$ cat src/rtl/area_cs_gen.sv
module area_cs_gen #(
  parameter int NUM_AREAS = 8,
  parameter int ADDR_W    = 24
) (
  input  logic                                        clk,
  input  logic                                        rst_n,
  input  logic                                        expanded,
  input  logic                                        rom_on,
  input  logic                                        bus_strobe,
  input  logic [ADDR_W-1:ADDR_W-$clog2(NUM_AREAS)]    addr_top,
  input  logic                                        int_target,
  input  logic                                        en_lo_we,
  input  logic                                        en_hi_we,
  input  logic [NUM_AREAS/2-1:0]                      en_wdata,
  output logic [NUM_AREAS-1:0]                        cs_n,
  output logic [NUM_AREAS-1:0]                        cs_oe
);
  localparam int SEL_W = $clog2(NUM_AREAS);
  localparam int GRP_W = NUM_AREAS / 2;

  logic [GRP_W-1:0]     en_lo, en_hi;
  logic [NUM_AREAS-1:0] en, hit, cs_q;

  always_ff @(posedge clk) begin
    if (!rst_n) begin
      en_lo <= rom_on ? '0 : GRP_W'(1);
      en_hi <= '0;
    end else begin
      if (en_lo_we) en_lo <= en_wdata;
      if (en_hi_we) en_hi <= en_wdata;
    end
  end

  assign en = {en_hi, en_lo};

  for (genvar i = 0; i < NUM_AREAS; i++) begin : g_area
    assign hit[i] = bus_strobe && !int_target && expanded &&
                    (addr_top == SEL_W'(i));


    decode_match_chk: assert property (@(posedge clk) disable iff (!rst_n)
      !cs_n[i] |-> ($past(addr_top) == SEL_W'(i)) && $past(bus_strobe));
  end

  always_ff @(posedge clk) begin
    if (!rst_n) cs_q <= '1;
    else        cs_q <= ~(hit & en);
  end

  assign cs_oe = expanded ? en : '0;
  assign cs_n  = cs_q | ~cs_oe;


  single_line_chk: assert property (@(posedge clk) disable iff (!rst_n)
    $onehot0(~cs_n));


  release_chk: assert property (@(posedge clk) disable iff (!rst_n)
    !$past(bus_strobe) |-> &cs_n);


  internal_quiet_chk: assert property (@(posedge clk) disable iff (!rst_n)
    $past(int_target) |-> &cs_n);


  disabled_high_chk: assert property (@(posedge clk) disable iff (!rst_n)
    (~cs_oe & ~cs_n) == '0);


  single_chip_chk: assert property (@(posedge clk) disable iff (!rst_n)
    !expanded |-> (cs_oe == '0) && (&cs_n));
endmodule

$ cat config.mk
export PLATFORM = sky130hd
export DESIGN_NAME = area_cs_gen
export DESIGN_NICKNAME = d
export VERILOG_FILES = /design/src/rtl/area_cs_gen.sv
export SDC_FILE = /design/constraint.sdc
export NUM_CORES = 1
export LEC_CHECK = 0
export ABC_AREA = 1
export BUFFER_PORTS_ARGS = -buffer_cell sky130_fd_sc_hd__buf_4
export CAP_MARGIN = 25
export CELL_PAD_IN_SITES_DETAIL_PLACEMENT = 2
export CELL_PAD_IN_SITES_GLOBAL_PLACEMENT = 2
export CORE_ASPECT_RATIO = 1.75
export CORE_MARGIN = 2
export CORE_UTILIZATION = 24
export CTS_CLUSTER_DIAMETER = 30
export DETAILED_ROUTE_END_ITERATION = 8
export PLACE_DENSITY_LB_ADDON = 0.15
export RECOVER_POWER = 50
export SYNTH_ARGS = -nofsm -noshare
export SYNTH_HDL_FRONTEND = slang
export SYNTH_SLANG_ARGS = --single-unit
$ cat constraint.sdc
create_clock -name clk -period 0.9 [get_ports clk]
set_clock_uncertainty 0.1 [all_clocks]
set_input_delay 0.09 -clock clk [delete_from_list [all_inputs] [get_ports clk]]
set_output_delay 0.09 -clock clk [all_outputs]
set_load 0.005 [all_outputs]
==> impl_summary.md <==
Timing
For the pin with the worst max-slew slack, the measured transition is 333 ps. The setup total negative slack is -4020 ps. Across all hold checks on the routed design, the worst slack comes to -30.6 ps.

Setup violations remaining at the end of the flow were counted as 17. The number of pins with negative max-slew slack in the final report is 0. The minimum period implied by the final worst setup slack is 1230 ps. The count of final hold-check violations was 8. Setup repair after global routing could not meet its margin everywhere.

For this run, the top clock speed supported by timing is 811 MHz. The post-route clock period utilization is 137%. In this run the tightest slew margin relative to its limit is 77.7%. Across all setup checks in the final design, the least slack found is -334 ps.

Synthesis
After synthesis the netlist holds a flip-flop and latch count of 16. Sequential cells were found to cover 49.3% of the synthesized design area. When the netlist entered floorplanning its net count stood at 114. The number of library cell types mapped by synthesis is 16. Yosys printed 0 warnings. In the synthesized netlist, the number of instances is 99.

Dividing the synthesized area by the synthesized cell count gives 7.38 sq um. The combined area of all synthesized cells is 731 sq um.

Clock tree
The total clock buffers created by CTS is 3. Clock latency on the worst-skew pair, taken at its later pin, is 250 ps. Counting along the longest clock path gives a buffer depth of 2. The H-tree depth is 1. CTS saw 16 sinks.

The root buffer cell chosen for the clock tree is sky130_fd_sc_hd__clkbuf_8. The clock slew at the register clock pins of the worst setup and hold paths is 70 ps. The quantity of hold-fixing buffers added after cts is 2. The clock tree from TritonCTS is done.

Pwr
Sequential cells burn 45.3% of the power. Dividing total power by cell area gives a power density of 1350 mW/mm^2. The clock share of power is 37.8%.

The share of total power dissipated in combinational logic is 16.9%. Net switching is 24.5% of the power. The analysis attributes to net switching a power of 0.426 mW. IR analysis of the VDD net gives a maximum drop of between 0.0006 and 0.0007 V. Cell internal power was estimated by the tool at 1.32 mW. The cell leakage power is just over 0.6 nW.

Drt
For this block, the initial DRC count from the detailed router was 7. The detail route stage leaves a number of antenna-violating nets equal to 0. The total met2 wirelength after detailed routing is 1430 um. The detailed router placed between 700 and 800 vias in this run. For this run, design rule violations remaining after detail routing come to 0. The detailed-route vias per instance is approximately 4.5. The number of optimization iterations in the first detailed-route pass is 4. The routed metal-1 wirelength is 907 um.

After detailed routing, the met3 layer carries 79 um of wire. The per-cell routed wire length is about 14 um. The highest routed metal layer is met4. Wires add up to 2470 um.

Finish
The commonest non-fill, non-tap cell in the layout is sky130_fd_sc_hd__nand2_1. The number of fill cells is 345. In the final layout, the share of cells above drive strength 1 is between 50 and 60%.

The number of antenna diodes is 0. At the end of the flow the core is filled with cells to about 44%. The top cell types in the final layout, fill and taps aside, are sky130_fd_sc_hd__nand2_1 (28), sky130_fd_sc_hd__buf_6 (22), sky130_fd_sc_hd__buf_4 (20). The net count of the finished layout is 163.

The growth of design area from synthesis to finish is 76.4%.

GRT
The first global-routing pass estimated 4060 um of wire. The initial antenna violation count is 0. The final global-route overflow total is 0. Entering global routing, the biggest net connects 10 pins. In the global route stage, overall resource usage came out at 16.2%.

The number of global-route vias before repair is 860.

Hold path
The path class of the tightest hold or removal check is in2reg. The startpoint of the tightest hold check path is int_target.

Floorplan
The placeable core area is 0.00293 sq mm. The die is 45.7 um wide. The vertical die dimension is between 70 and 80 um.

The floorplan step defined a die boundary enclosing 0.00352 sq mm. After floorplanning, the core was divided into 26 placement rows. The initial utilization of the core area, before any placement, comes to about a quarter.

The number of I/O pins is 31.

Outcome
The final reports fail on negative hold slack, negative setup slack. The run finished, with violations left.

Worst setup path
The slowest library cell on the worst path is sky130_fd_sc_hd__edfxtp_1. The timing startpoint of the critical path is en_lo[3]. In this run the critical register-to-register path is launched from en_hi[0]. The required time reported for the critical path endpoint is 710 ps.

The worst setup path is launched from a flip-flop. The number of buffers and inverters on the critical path is 1. For this run, the slowest stage of the critical path takes 380 ps. The critical path is of the reg2out type. The critical path capture point type is an output pin. The critical-path maximum fanout is 2. The signal on the critical path passes through nand2_2 -> or2_4 -> buf_6. The kind of cell with the highest combined delay along the critical path is flip-flops. Data arrives at the worst endpoint at around 1000 ps.

Placed design
The count of port buffers added during placement is 30. Routability-driven placement finished with a final weighted congestion of around 0.75. At the placement stage, the worst setup path has a slack of -121 ps. The half-perimeter wire length after detailed placement is 1790 um.

Job
The max-cap violation count is 0.
layout make-up:
class	count	area [sq um]	share of cell area [%]
repair buffers	46	425	33.0
inverters	16	62.6	4.85
well taps	28	35.0	2.72
clock buffers	4	55.1	4.27
multi-input cells	65	345	26.8
flip-flops and latches	16	365	28.3
cell usage after synthesis (all sizes together):
master   n  area [sq um]
edfxtp   4           120
nor2    11          43.8
nand2   35           134
nand3    3          15.0
dfxtp   12           240
o21ai    2          10.0
nor3     1          10.0
nand3b   1          7.51
a21oi    3          15.0
or2      9          56.3
buf      2          18.8
inv     16          60.1
layer usage:
layer  up-vias  GRT usage (%)
li1        388              -
met1       368           17.4
met2        22           29.0
met3         5           2.59
met4         0           6.86
met5         -              0
state kept, by name (all words and copies together) (netlist names):
register	flops
cs_q	8
en_lo	4
en_hi	4
worst min-delay path, delay by kind of cell:
family	cells	cell delay, ps
AND/OR/NAND/NOR	2	110
buffers and inverters	1	90
power groups by stage:
stage	Clock, mW	Combinational [mW]	Sequential (mW)
final	0.658	0.295	0.788
after global routing	0.707	0.328	0.792
after CTS	0.668	0.287	0.787
after detailed placement	0	0.231	0.799
after global placement	0	0.224	0.797
after floorplan	0	0.0868	0.795
stage by stage:
stage,power [mW],area (sq um),instances
finish,1.74,1290,175
global route,1.83,1290,175
CTS,1.74,1270,175
detailed placement,1.03,1050,165
global placement,1.02,1050,165
floorplan,0.882,731,99
cells by family (layout without fill, tap and decap cells):
family,Yosys count,count (layout),synth area share [%]
AND/OR/NAND/NOR,60,60,36.5
flip-flops,16,16,49.3
AO/OA/AOI/OAI,5,5,3.42
buffers and inverters,18,66,10.8
worst paths after layout:
| kind | slack, ps | depth (start not counted) | end |
|---|---|---|---|
| worst max register to register | 0 | 4 | cs_q[4] |
| worst max-delay path | -330 | 3 | cs_n[3] |
| worst min register to register | 480 | 3 | cs_q[1] |
| worst min-delay path | -30 | 3 | cs_q[5] |
timing repair:
item,4_1_cts,5_1_grt
hold endpoints to repair,10,6
endpoints found under the setup margin,16,21
pin swaps,4,5
resized for setup,44,9
buffers inserted,4,2
Power figures use the tool's default switching activity.
